===== src/rtl/busclk_pkg.sv =====
package busclk_pkg;
  typedef enum logic [2:0] {
    M_DIV1   = 3'd0,
    M_DIV2   = 3'd1,
    M_DIV4   = 3'd2,
    M_DIV8   = 3'd3,
    M_DIV16  = 3'd4,
    M_SUB    = 3'd5,
    M_LOWPWR = 3'd6
  } mode_e;

  localparam int CFG_W  = 6;
  localparam int SEL_B  = 5;
  localparam int ON_B   = 4;
  localparam int LP_B   = 3;
  localparam int D8_B   = 2;
  localparam logic [CFG_W-1:0] CFG_RST = 6'b000100;

  function automatic logic is_sub(mode_e m);
    return (m == M_SUB) || (m == M_LOWPWR);
  endfunction
endpackage


===== src/rtl/busclk_mode_dec.sv =====
module busclk_mode_dec
  import busclk_pkg::*;
(
  input  logic [CFG_W-1:0] cfg,
  output mode_e            req,
  output logic             req_ok
);
  always_comb begin
    req    = M_DIV8;
    req_ok = 1'b1;
    if (cfg[SEL_B]) begin
      if (!cfg[ON_B])     req_ok = 1'b0;
      else if (cfg[LP_B]) req = M_LOWPWR;
      else                req = M_SUB;
    end else if (cfg[LP_B]) begin
      req_ok = 1'b0;
    end else if (cfg[D8_B]) begin
      req = M_DIV8;
    end else begin
      case (cfg[1:0])
        2'd0:    req = M_DIV1;
        2'd1:    req = M_DIV2;
        2'd2:    req = M_DIV4;
        default: req = M_DIV16;
      endcase
    end
  end
endmodule


===== src/rtl/busclk_divider.sv =====
module busclk_divider
  import busclk_pkg::*;
#(
  parameter int MAX_SHIFT = 4,
  localparam int CNT_W = MAX_SHIFT
) (
  input  logic  clk,
  input  logic  rst,
  input  mode_e act,
  input  logic  sub_tick,
  input  logic  hold,
  input  logic  restart,
  output logic  wrap,
  output logic  bus_en
);
  logic [CNT_W-1:0] cnt;
  logic [CNT_W-1:0] lim;
  int unsigned      shift;

  always_comb begin
    case (act)
      M_DIV1:  shift = 0;
      M_DIV2:  shift = 1;
      M_DIV4:  shift = 2;
      M_DIV8:  shift = 3;
      default: shift = MAX_SHIFT;
    endcase
    lim = (CNT_W'(1) << shift) - CNT_W'(1);
  end

  always_comb begin
    if (hold)             wrap = 1'b0;
    else if (is_sub(act)) wrap = sub_tick;
    else                  wrap = (cnt == lim);
  end

  always_ff @(posedge clk) begin
    if (rst) begin
      cnt    <= '0;
      bus_en <= 1'b0;
    end else begin
      bus_en <= wrap;
      if (restart || hold || is_sub(act) || cnt == lim) cnt <= '0;
      else                                              cnt <= cnt + 1'b1;
    end
  end

  AST_NO_BUS_IN_STOP: assert property (@(posedge clk) disable iff (rst)
    hold |=> !bus_en);
  AST_SUB_FOLLOWS: assert property (@(posedge clk) disable iff (rst)
    (is_sub(act) && !hold && sub_tick) |=> bus_en);
endmodule


===== src/rtl/busclk_ctrl.sv =====
module busclk_ctrl
  import busclk_pkg::*;
(
  input  logic             clk,
  input  logic             rst,
  input  logic             cfg_wr,
  input  logic [CFG_W-1:0] cfg_wdata,
  input  mode_e            req,
  input  logic             req_ok,
  input  logic             main_stable,
  input  logic             sub_stable,
  input  logic             stop_req,
  input  logic             wrap,
  output logic [CFG_W-1:0] ctl,
  output mode_e            act,
  output logic             hold,
  output logic             restart,
  output logic             mode_match
);
  logic stopped;
  logic stop_entry;
  logic dst_ok;

  assign hold       = stopped | stop_req;
  assign stop_entry = stop_req & ~stopped;
  assign dst_ok     = is_sub(req) ? sub_stable : main_stable;
  assign restart    = req_ok && (req != act) && dst_ok && wrap;

  always_ff @(posedge clk) begin
    if (rst) begin
      ctl        <= CFG_RST;
      act        <= M_DIV8;
      stopped    <= 1'b0;
      mode_match <= 1'b0;
    end else begin
      stopped    <= stop_req;
      mode_match <= req_ok && (req == act);
      if (cfg_wr) ctl <= cfg_wdata;
      if (stop_entry && !is_sub(act)) begin
        act       <= M_DIV8;
        ctl[D8_B] <= 1'b1;
      end else if (restart) begin
        act <= req;
      end
    end
  end

  AST_RESET_DIV8: assert property (@(posedge clk) disable iff (rst)
    $fell(rst) |-> (act == M_DIV8 && ctl == CFG_RST));
  AST_MAIN_STABLE: assert property (@(posedge clk) disable iff (rst)
    (!$stable(act) && !is_sub(act) && !$past(stop_req)) |-> $past(main_stable));
  AST_SUB_STABLE: assert property (@(posedge clk) disable iff (rst)
    (!$stable(act) && is_sub(act)) |-> $past(sub_stable));
  AST_INVALID_HOLD: assert property (@(posedge clk) disable iff (rst)
    (!req_ok && !stop_req) |=> $stable(act));
endmodule


===== src/rtl/busclk_sel.sv =====
module busclk_sel
  import busclk_pkg::*;
#(
  parameter int MAX_SHIFT = 4
) (
  input  logic       clk,
  input  logic       rst,
  input  logic       cfg_wr,
  input  logic [5:0] cfg_wdata,
  output logic [5:0] cfg_rdata,
  input  logic       main_stable,
  input  logic       sub_stable,
  input  logic       sub_tick,
  input  logic       stop_req,
  output logic       bus_en,
  output logic       src_sub,
  output logic       main_en,
  output logic [2:0] act_mode,
  output logic       mode_match
);
  mode_e req;
  mode_e act;
  logic  req_ok;
  logic  hold;
  logic  restart;
  logic  wrap;

  busclk_mode_dec u_dec (
    .cfg    (cfg_rdata),
    .req    (req),
    .req_ok (req_ok)
  );

  busclk_ctrl u_ctrl (
    .clk         (clk),
    .rst         (rst),
    .cfg_wr      (cfg_wr),
    .cfg_wdata   (cfg_wdata),
    .req         (req),
    .req_ok      (req_ok),
    .main_stable (main_stable),
    .sub_stable  (sub_stable),
    .stop_req    (stop_req),
    .wrap        (wrap),
    .ctl         (cfg_rdata),
    .act         (act),
    .hold        (hold),
    .restart     (restart),
    .mode_match  (mode_match)
  );

  busclk_divider #(.MAX_SHIFT(MAX_SHIFT)) u_div (
    .clk      (clk),
    .rst      (rst),
    .act      (act),
    .sub_tick (sub_tick),
    .hold     (hold),
    .restart  (restart),
    .wrap     (wrap),
    .bus_en   (bus_en)
  );

  assign act_mode = act;
  assign src_sub  = is_sub(act);
  assign main_en  = (act != M_LOWPWR);

  AST_MAIN_OFF_ONLY_SUB: assert property (@(posedge clk) disable iff (rst)
    !main_en |-> src_sub);
endmodule


===== config.mk =====
export PLATFORM = sky130hd
export DESIGN_NAME = busclk_sel
export DESIGN_NICKNAME = d
export VERILOG_FILES = /design/src/rtl/busclk_pkg.sv /design/src/rtl/busclk_mode_dec.sv /design/src/rtl/busclk_divider.sv /design/src/rtl/busclk_ctrl.sv /design/src/rtl/busclk_sel.sv
export SDC_FILE = /design/constraint.sdc
export NUM_CORES = 1
export LEC_CHECK = 0
export ABC_AREA = 1
export BUFFER_PORTS_ARGS = -buffer_cell sky130_fd_sc_hd__buf_4
export CORE_MARGIN = 2
export CORE_UTILIZATION = 40
export CTS_BUF_LIST = sky130_fd_sc_hd__clkbuf_8
export CTS_CLUSTER_DIAMETER = 150
export DETAILED_ROUTE_END_ITERATION = 12
export SLEW_MARGIN = 25
export SYNTH_ARGS = -nofsm -noshare
export SYNTH_HDL_FRONTEND = slang
export SYNTH_SLANG_ARGS = --single-unit

===== constraint.sdc =====
create_clock -name clk -period 2.7 [get_ports clk]
set_input_delay 0.27 -clock clk [delete_from_list [all_inputs] [get_ports clk]]
set_output_delay 0.27 -clock clk [all_outputs]
set_load 0.05 [all_outputs]

==> results <==
- The clock latency at the later pin of the worst-skew pair is 0.24 ns.
- The cell count after synthesis is around 130.
- Total power for the finished layout comes to about 520 uW.
- CTS built an H-tree with a depth of 1.
- The clock root buffer master is clkbuf_8.
- 26 I/O pins were placed.
- For the final routed database, the setup TNS stands at 0 ns.
- The number of failing hold endpoints at the final stage is 0.
- In the post-route analysis, the smallest setup slack over all paths is ~1.1 ns.
- The type of destination of the critical path is an output port.
- The mean cell area of the mapped netlist is 6.39 um^2.
- STA classifies the critical path startpoint as a register.
- The highest-delay cell along the critical path is dfxtp_1.
- The most common cell after layout, fill and taps aside is nand2_1.
- The met1 wire length is just over 1000 um.
- The final setup violation count is 0.
- The maximum number of pins on one net before global-route repair is 9.
- For this run, design rule violations remaining after detail routing come to 0.
- Of all nets on the critical path, the largest fanout is 7.
- The cell that appears most often on the critical path is inv_1.
- The total of fill cells in the finished design is between 150 and 200.
- The run finished with clean final reports.
- The max-slew violation count is 0.
- The net count of the finished layout is roughly 180.
- The final hold slack is about 0.21 ns.
- The number of global-route vias before repair is a little under 800.
- The clock buffer count from CTS is 3.
- The vias per cell is between 4 and 5.
- The first global-routing pass estimated roughly 3300 um of wire.
- Port buffering added 25 buffers.
- The path category of the worst min-delay check is input pin to register.
- The number of buffers on the longest clock path is 2.
- The number of gates given a new drive strength after cts is 0.
- The signal on the critical path passes through nand2_1 > inv_1 > nor2_1 > nand2_2 > inv_1 > buf_4.
- The pre-CTS setup slack is ~1.1 ns.
- In the layout the commonest cells are nand2_1, buf_4, inv_1.
- In the finished design, the share of the clock period the worst path needs comes to 0.591.
- The final routed wirelength across all metal layers is 1910 um.
- The total track usage is 0.169.
- For this run, the number of standard cells in the final layout without fillers is 189.
- The worst-case clock skew is roughly 0.0010 ns.
- Wire segments on met3 add up to slightly below 100 um in the final route.
- The initial utilization of the core area, before any placement, comes to 0.432.
- The count of hold buffers inserted by post-cts repair is 0.
- The post-CTS clock slew at the launch and capture registers of the worst setup and hold paths is approximately 0.06 ns.
- The clock period minus final worst setup slack is 1.60 ns.
- At the pin with the least slew margin, the transition time is about 0.30 ns.
- The share of the Yosys chip area taken by registers is 0.374.
- The total overflow left after global routing is 0.
- The worst supply voltage drop on vdd is 0.000318 V.
- In this run, distinct cell masters in the synthesized netlist total 20.
- Headroom to the max-slew limit came out at 0.801.
- The signal arrival time at the worst endpoint is between 1 and 1.5 ns.
- The initialized floorplan defines 16 standard-cell rows.
- The number of setup buffers added after CTS is 0.
- After detailed routing, the average wire length per cell comes to approximately 10 um.
- TritonCTS built the clock tree.
- For this run, the slowest stage of the critical path takes between 0.3 and 0.4 ns.
- Static timing analysis puts the maximum clock frequency at approximately 630 MHz.
- Data on the critical path is required at its endpoint by 2.43 ns.
- The synthesized design contains 16 register bits.
- The critical path in this run is classified as register to output port.
- The initial antenna violation count is 0.
- The antenna violation net count after detailed routing is 0.
- Setup repair after global routing left no endpoint under its margin.
- The top layer reached by signal wires is met4.
- Measured along the x axis, the die boundary spans roughly 50 um.
- The ratio of total power to cell area is between 400 and 500 nW/um^2.
- The first TritonRoute pass finished after 4 iterations.
- The die covers ~2500 um^2.
- The total of max-cap violations is 0.
- 0 antenna diodes ended up in the layout.
- In this run the standard cell core region covers between 1500 and 2000 um^2.
- The HPWL after detailed placement is around 1600 um.
- The sum of met2 wire segment lengths after detailed routing is ~770 um.
- Synthesis produced a netlist with a net count of 148.
- Counting every sink on the clock net gives 16.
- In the final layout, the share of cells above drive strength 1 is 0.204.
- The die is between 50 and 60 um tall.
- The cell count after placement is approximately 190.
- The global placement routability congestion is 0.831.
- The iteration-0 DRC count of the detailed router is 10.
- The static leakage is about 0.6 nW.
- The Yosys warning count is 0.
- The post-synthesis cell area is around 860 um^2.
- Compared with the post-synthesis result, the final layout area differs by 30.7%.
- The detailed router placed 890 vias in this run.
==> stage by stage <==
step,utilization,instance area (um^2)
2_1_floorplan,-,856
3_3_place_gp,0.544,1080
3_5_place_dp,0.544,1080
4_1_cts,0.564,1120
5_1_grt,0.564,1120
6_report,0.564,1120
==> synthesized netlist by cell type <==
master | n | share of area
nand2_2 | 1 | 0.0073
xnor2_1 | 1 | 0.010
a21oi_2 | 1 | 0.010
inv_1 | 22 | 0.096
nor2_1 | 19 | 0.083
nand3_1 | 15 | 0.088
a21oi_1 | 6 | 0.035
nand4_1 | 3 | 0.022
o31ai_1 | 1 | 0.0088
inv_2 | 1 | 0.0044
ha_1 | 1 | 0.015
o211ai_1 | 1 | 0.0088
xor2_1 | 2 | 0.020
or2_1 | 1 | 0.0073
o21ai_0 | 6 | 0.035
dfxtp_1 | 16 | 0.37
nand2_1 | 34 | 0.15
nand3_2 | 1 | 0.012
nor2_2 | 1 | 0.0073
nor3_1 | 1 | 0.0058
==> final cells by class <==
type                       count  area, um^2  share of cell area
inverter                      23        86.3              0.0772
clock buffer                   3        41.3              0.0369
timing repair buffer          25         188               0.168
sequential                    16         320               0.286
multi-input combinational     95         449               0.402
tap                           27        33.8              0.0302
==> power breakdown <==
part | internal (mW) | switching [mW]
registers | 0.246 | 0.00838
logic | 0.0339 | 0.0605
clock network | 0.0987 | 0.0758
total | 0.379 | 0.145
==> cell families (layout without fill, tap and decap cells) <==
family                     after synthesis  after routing  synth area share
and+or+nand+nor                         76             76             0.382
buffers and inverters                   23             51             0.101
DFF                                     16             16             0.374
AOI/OAI and AO/OA                       15             15            0.0980
xor gates and xnor gates                 3              3            0.0307
adders and majority gates                1              1            0.0146
==> registers in the layout (all words and copies together) (netlist names) <==
| register | flops |
|---|---|
| u_ctrl.act | 3 |
| u_ctrl.ctl | 6 |
| u_ctrl.mode_match | 1 |
| u_ctrl.stopped | 1 |
| u_div.bus_en | 1 |
| u_div.cnt | 4 |
==> critical path: cells and delay by family (launching register included) <==
family,cells,cell delay (ns)
AND/OR/NAND/NOR,3,0.37
buffers and inverters,3,0.35
flip-flops,1,0.36
==> final timing paths <==
path                 start        endpoint  slack (ns)  cells after the start
max          u_ctrl.act[1]         src_sub        1.10                      6
min                    rst  u_ctrl.stopped        0.21                      2
max reg2reg  u_ctrl.act[2]   u_ctrl.act[0]        1.13                      9
min reg2reg   u_div.cnt[0]    u_div.cnt[0]        0.51                      1
==> layer usage <==
metal	track usage	vias up
met5	0	-
met4	0.0556	0
met3	0.0446	5
met2	0.261	20
met1	0.226	385
li1	-	480
(Power assumes the default switching activity.)
